[src/rtl/ldst_pkg.sv]
package ldst_pkg;

  typedef enum logic [2:0] {
    S_IDLE, S_ADDR_ACK, S_ST_WAIT, S_ST_COMMIT, S_LD_READ, S_LD_DONE, S_DRAIN
  } ldst_state_t;

  function automatic logic [3:0] size_bytes(input logic [1:0] sz);
    return 4'(4'd1 << sz);
  endfunction

  function automatic logic [7:0] lane_mask(input logic [1:0] sz, input logic [2:0] off);
    logic [15:0] m;
    m = (16'd1 << size_bytes(sz)) - 16'd1;
    m = m << off;
    return m[7:0];
  endfunction

  function automatic logic [63:0] place_bytes(input logic [63:0] d, input logic [2:0] off);
    return d << {off, 3'b000};
  endfunction

endpackage

[src/rtl/ldst_ctrl.sv]
module ldst_ctrl
  import ldst_pkg::*;
(
  input  logic        clk,
  input  logic        rst_n,
  input  logic        ld_req_i,
  input  logic        st_req_i,
  input  logic        addr_vld_i,
  input  logic        st_vld_i,
  output ldst_state_t state_o,
  output logic        accept_o,
  output logic        st_cap_o,
  output logic        rd_en_o
);

  ldst_state_t state_q, state_d;
  logic        is_st_q;
  logic        drop;

  assign drop = !ld_req_i && !st_req_i && !addr_vld_i;

  always_comb begin
    state_d  = state_q;
    accept_o = 1'b0;
    st_cap_o = 1'b0;
    rd_en_o  = 1'b0;
    unique case (state_q)
      S_IDLE: begin
        if ((ld_req_i || st_req_i) && addr_vld_i) begin
          accept_o = 1'b1;
          state_d  = S_ADDR_ACK;
        end
      end
      S_ADDR_ACK: begin
        if (drop) state_d = S_IDLE;
        else if (is_st_q) begin
          if (st_vld_i) begin
            st_cap_o = 1'b1;
            state_d  = S_ST_COMMIT;
          end else state_d = S_ST_WAIT;
        end else state_d = S_LD_READ;
      end
      S_ST_WAIT: begin
        if (drop) state_d = S_IDLE;
        else if (st_vld_i) begin
          st_cap_o = 1'b1;
          state_d  = S_ST_COMMIT;
        end
      end
      S_ST_COMMIT: state_d = drop ? S_IDLE : S_DRAIN;
      S_LD_READ: begin
        if (drop) state_d = S_IDLE;
        else begin
          rd_en_o = 1'b1;
          state_d = S_LD_DONE;
        end
      end
      S_LD_DONE: if (drop) state_d = S_IDLE;
      S_DRAIN:   if (drop) state_d = S_IDLE;
      default:   state_d = S_IDLE;
    endcase
  end

  always_ff @(posedge clk) begin
    if (!rst_n) begin
      state_q <= S_IDLE;
      is_st_q <= 1'b0;
    end else begin
      state_q <= state_d;
      if (accept_o) is_st_q <= st_req_i;
    end
  end

  assign state_o = state_q;

endmodule

[src/rtl/ldst_lanes.sv]
module ldst_lanes
  import ldst_pkg::*;
#(
  parameter int LANES = 8
) (
  input  logic [1:0]         size_i,
  input  logic [2:0]         off_i,
  input  logic [63:0]        st_data_i,
  input  logic [63:0]        rd_word_i,
  output logic [LANES-1:0]   wr_mask_o,
  output logic [63:0]        wr_data_o,
  output logic [63:0]        ld_data_o
);

  logic [63:0] shifted;
  logic [3:0]  nbytes;

  assign wr_mask_o = lane_mask(size_i, off_i);
  assign wr_data_o = place_bytes(st_data_i, off_i);
  assign shifted   = rd_word_i >> {off_i, 3'b000};
  assign nbytes    = size_bytes(size_i);

  for (genvar b = 0; b < LANES; b++) begin : g_lane
    assign ld_data_o[b*8 +: 8] = (4'(b) < nbytes) ? shifted[b*8 +: 8] : 8'h00;
  end

endmodule

[src/rtl/ldst_mem.sv]
module ldst_mem #(
  parameter int WORDS = 16,
  parameter int LANES = 8,
  localparam int IDX_W = $clog2(WORDS)
) (
  input  logic             clk,
  input  logic             we_i,
  input  logic [LANES-1:0] mask_i,
  input  logic [IDX_W-1:0] idx_i,
  input  logic [63:0]      wdata_i,
  input  logic             re_i,
  output logic [63:0]      rdata_o
);

  logic [63:0] mem [WORDS];

  always_ff @(posedge clk) begin
    if (we_i) begin
      for (int b = 0; b < LANES; b++) begin
        if (mask_i[b]) mem[idx_i][b*8 +: 8] <= wdata_i[b*8 +: 8];
      end
    end
    if (re_i) rdata_o <= mem[idx_i];
  end

endmodule

[src/rtl/ldst_port.sv]
module ldst_port
  import ldst_pkg::*;
#(
  parameter int WORDS = 16,
  localparam int LANES  = 8,
  localparam int IDX_W  = $clog2(WORDS),
  localparam int ADDR_W = IDX_W + 3
) (
  input  logic              clk,
  input  logic              rst_n,
  input  logic              ld_req_i,
  input  logic              st_req_i,
  input  logic [1:0]        size_i,
  input  logic              priv_i,
  input  logic [ADDR_W-1:0] addr_i,
  input  logic              addr_vld_i,
  input  logic [63:0]       st_data_i,
  input  logic              st_vld_i,
  output logic              busy_o,
  output logic              addr_ack_o,
  output logic [63:0]       ld_data_o,
  output logic              ld_ok_o,
  output logic              priv_o
);

  ldst_state_t       state;
  logic              accept, st_cap, rd_en;
  logic [ADDR_W-1:0] addr_q;
  logic [1:0]        size_q;
  logic              priv_q;
  logic [LANES-1:0]  wr_mask;
  logic [63:0]       wr_data, rd_word, ld_data;

  ldst_ctrl u_ctrl (
    .clk(clk), .rst_n(rst_n), .ld_req_i(ld_req_i), .st_req_i(st_req_i),
    .addr_vld_i(addr_vld_i), .st_vld_i(st_vld_i), .state_o(state),
    .accept_o(accept), .st_cap_o(st_cap), .rd_en_o(rd_en)
  );

  always_ff @(posedge clk) begin
    if (!rst_n) begin
      addr_q <= '0;
      size_q <= '0;
      priv_q <= 1'b0;
    end else if (accept) begin
      addr_q <= addr_i;
      size_q <= size_i;
      priv_q <= priv_i;
    end
  end

  ldst_lanes #(.LANES(LANES)) u_lanes (
    .size_i(size_q), .off_i(addr_q[2:0]), .st_data_i(st_data_i),
    .rd_word_i(rd_word), .wr_mask_o(wr_mask), .wr_data_o(wr_data),
    .ld_data_o(ld_data)
  );

  ldst_mem #(.WORDS(WORDS), .LANES(LANES)) u_mem (
    .clk(clk), .we_i(st_cap), .mask_i(wr_mask), .idx_i(addr_q[ADDR_W-1:3]),
    .wdata_i(wr_data), .re_i(rd_en), .rdata_o(rd_word)
  );

  assign busy_o     = (state != S_IDLE) && (state != S_DRAIN);
  assign addr_ack_o = (state != S_IDLE);
  assign ld_ok_o    = (state == S_LD_DONE);
  assign ld_data_o  = ld_ok_o ? ld_data : 64'd0;
  assign priv_o     = priv_q;

endmodule

[config.mk]
export PLATFORM = sky130hd
export DESIGN_NAME = ldst_port
export DESIGN_NICKNAME = d
export VERILOG_FILES = /design/src/rtl/ldst_pkg.sv /design/src/rtl/ldst_ctrl.sv /design/src/rtl/ldst_lanes.sv /design/src/rtl/ldst_mem.sv /design/src/rtl/ldst_port.sv
export SDC_FILE = /design/constraint.sdc
export NUM_CORES = 1
export LEC_CHECK = 0
export CAP_MARGIN = 0
export CORE_AREA = 2 2 327 409
export CTS_CLUSTER_DIAMETER = 150
export DETAILED_ROUTE_END_ITERATION = 7
export DIE_AREA = 0 0 329 411
export SETUP_SLACK_MARGIN = 0.1
export SLEW_MARGIN = 20
export SYNTH_ARGS = -nofsm -noshare
export SYNTH_HDL_FRONTEND = slang
export SYNTH_HIERARCHICAL = 1
export SYNTH_SLANG_ARGS = --single-unit
[constraint.sdc]
create_clock -name clk -period 12.87 [get_ports clk]
set_clock_uncertainty 0.2 [all_clocks]
set_input_delay 2.574 -clock clk [delete_from_list [all_inputs] [get_ports clk]]
set_output_delay 2.574 -clock clk [all_outputs]
set_load 0.01 [all_outputs]
==> run metrics <==
status finished clean; Ys Warns 6; max_slew headroom 0.2129; synthesized area 45700 um2; GRT Util Overall 0.2050; Netlist cell types 48; largest net degree at the start of global routing 168; DRT Pass-1 Iters 5; Buffers on Ports 147; setup bufs post-CTS 0; Die Footprint 135200 um2; Max Fclk 145.1 MHz; vias in the first global route 25320; Final Hold Viols 0; min Tclk post-route 6.894 ns; Most used DFF post-synth edfxtp_1; Die Span X 329 um; Die Ht 411 um; fill count 11480; initial antenna violation count 10; Worst setup EP type primary output; vias per cell 5.734; Power Total 8.150 mW; Synthesized Nets 2478; H-Tree Depth 3; MaxCap Viol Count 0; most common cell after layout, fill and taps aside edfxtp_1; Worst Hold Class reg -> reg; Final ANT Viol Nets 0; hold slack 0.3398 ns; max-slew violations 0; Post-Synthesis Cells 2398; drc violations 0; RSZ-0062 raised after global routing no; Critical Path Source Type register; site row count 149; share of layout cells above drive strength 1 0.2327; cts-stage hold buffer count 0; fin crit share 0.5356; first-pass GRT wire length 195.6 mm; Core Box Area 131400 um2; clk sinks 1102; GPL Wtd Cong 0.9401; Skew-Pair Late Insertion Delay 0.69 ns; CTS clk-pin slew, worst paths 0.07 ns; FF+latch area 32970 um2; routed vias 25110; Worst-Margin Slew 1.177 ns; Power Density 154.4 nW/um2; Worst Path Max Fanout 59; CTS buffer count 104; number of synthesized register bits 1102; total congestion overflow 0; CTS Buffer Depth 3; Setup TNS 0 ns; CTS tree yes; Mapped Avg Cell Area 19.06 um2; worst path arrival time 4.12 ns; commonest cells after routing, fill and taps aside 1088 x edfxtp_1, 282 x mux4_2, 169 x nor2_1; Pleak 16.01 nW; mean routed wirelength per cell 32.07 um; # IOs 148; sequential share of the synthesized area 0.7211; Root Driver clkbuf_16; area of the multi-input gates 12080 um2; post-CTS sizing 0; DP Wirelength 96.76 mm; CP Class reg -> out; final number of setup-violating endpoints 0; Area Growth Syn to Fin 15.55%; Nets 2630; Post-synth EDFFs 1088; Required @ worst endpoint 10.10 ns; maximum vdd ir drop 0.1162 mV; Iteration-0 DRC Markers 3565; FFs w/ async S/R, synth 0; Total Wirelength 140.4 mm; initial core utilization 0.3477
power breakdown:
group,switching (mW),internal [mW]
Sequential,0.0441,4.08
Clock,1.33,1.86
Combinational,0.567,0.272
kinds of logic (layout without fill, tap and decap cells):
| kind of cell | after synthesis | in the layout | share of synthesized area |
|---|---|---|---|
| AO/OA/AOI/OAI | 243 | 243 | 0.03910 |
| buffers and inverters | 169 | 410 | 0.01966 |
| XOR/XNOR | 1 | 1 | 0.0001917 |
| flip-flops | 1102 | 1102 | 0.7211 |
| multiplexers | 436 | 436 | 0.1745 |
| other | 0 | 3 | 0 |
| AND/OR/NAND/NOR | 447 | 447 | 0.04545 |
flip-flops by register name, summed over array words and instances, names as in the netlist:
signal / count
addr_q: 7
size_q: 2
u_ctrl/is_st_q: 1
u_mem/rdata_o: 64
priv_o: 1
u_mem/mem: 1024
u_ctrl/state_o: 3
path summary, 6_finish.rpt:
| kind | start | end | slack [ns] | cells past startpoint |
|---|---|---|---|---|
| max | addr_q[1] | ld_data_o[14] | 5.98 | 7 |
| min | priv_o | priv_o | 0.34 | 2 |
| max reg2reg | addr_q[1] | u_mem/mem[6][45] | 8.50 | 4 |
| min reg2reg | priv_o | priv_o | 0.34 | 2 |
synth_stat cells (6+ instances only):
cell	number	area [um2]
nor2b_1	23	143.9
a2bb2oi_1	15	131.4
edfxtp_1	1088	32670
o31ai_1	6	45.04
mux2i_1	97	970.9
nand2b_1	6	37.54
buf_6	23	259.0
buf_4	7	52.55
inv_1	6	22.52
clkbuf_1	73	274.0
o2bb2ai_1	11	96.34
nor2_1	177	664.4
mux4_2	282	6351
dfxtp_1	14	280.3
nor3_1	10	50.05
o22ai_1	29	181.4
a211oi_1	12	90.09
a21oi_1	12	60.06
o21ai_0	9	45.04
buf_2	51	255.2
mux2_2	54	608.1
a311oi_1	8	70.07
and2_1	91	569.3
a22oi_1	130	975.9
nand2_1	120	450.4
buf_1	6	22.52
through the flow:
step                      instance area (um2)  utilization  worst slack, ns  std cells
after global routing                    52790       0.4017            5.828       4375
after floorplan                         45700            -            2.781       2398
after detailed placement                49180       0.3742            6.485       4178
final                                   52800       0.4017            5.976       4378
after CTS                               52750       0.4014            6.003       4373
after global placement                  49170       0.3741            6.605       4178
worst max-delay path, cell delays in order (launching register included):
cell and delay (ns):
dfxtp_4 0.49, buf_4 0.66, buf_4 0.63, mux2_2 0.42, a22oi_1 0.28, o2bb2ai_1 0.15, and2_1 0.20, clkdlybuf4s50_1 0.48
layer usage:
metal / global-route usage / wire (um)
met5: 0 / 50
met1: 0.2676 / 52440
met4: 0.08573 / 5717
met3: 0.05683 / 16270
met2: 0.3220 / 65920
cell type report:
class / instances / area share
flip-flops and latches: 1102 / 0.6244
repair buffers: 207 / 0.03732
clock inverters: 73 / 0.01540
diodes: 3 / 0.0001422
inverters: 8 / 0.0005687
multi-input cells: 1127 / 0.2288
well taps: 1736 / 0.04114
clock buffers: 122 / 0.05218
Power figures use the tool's default switching activity.
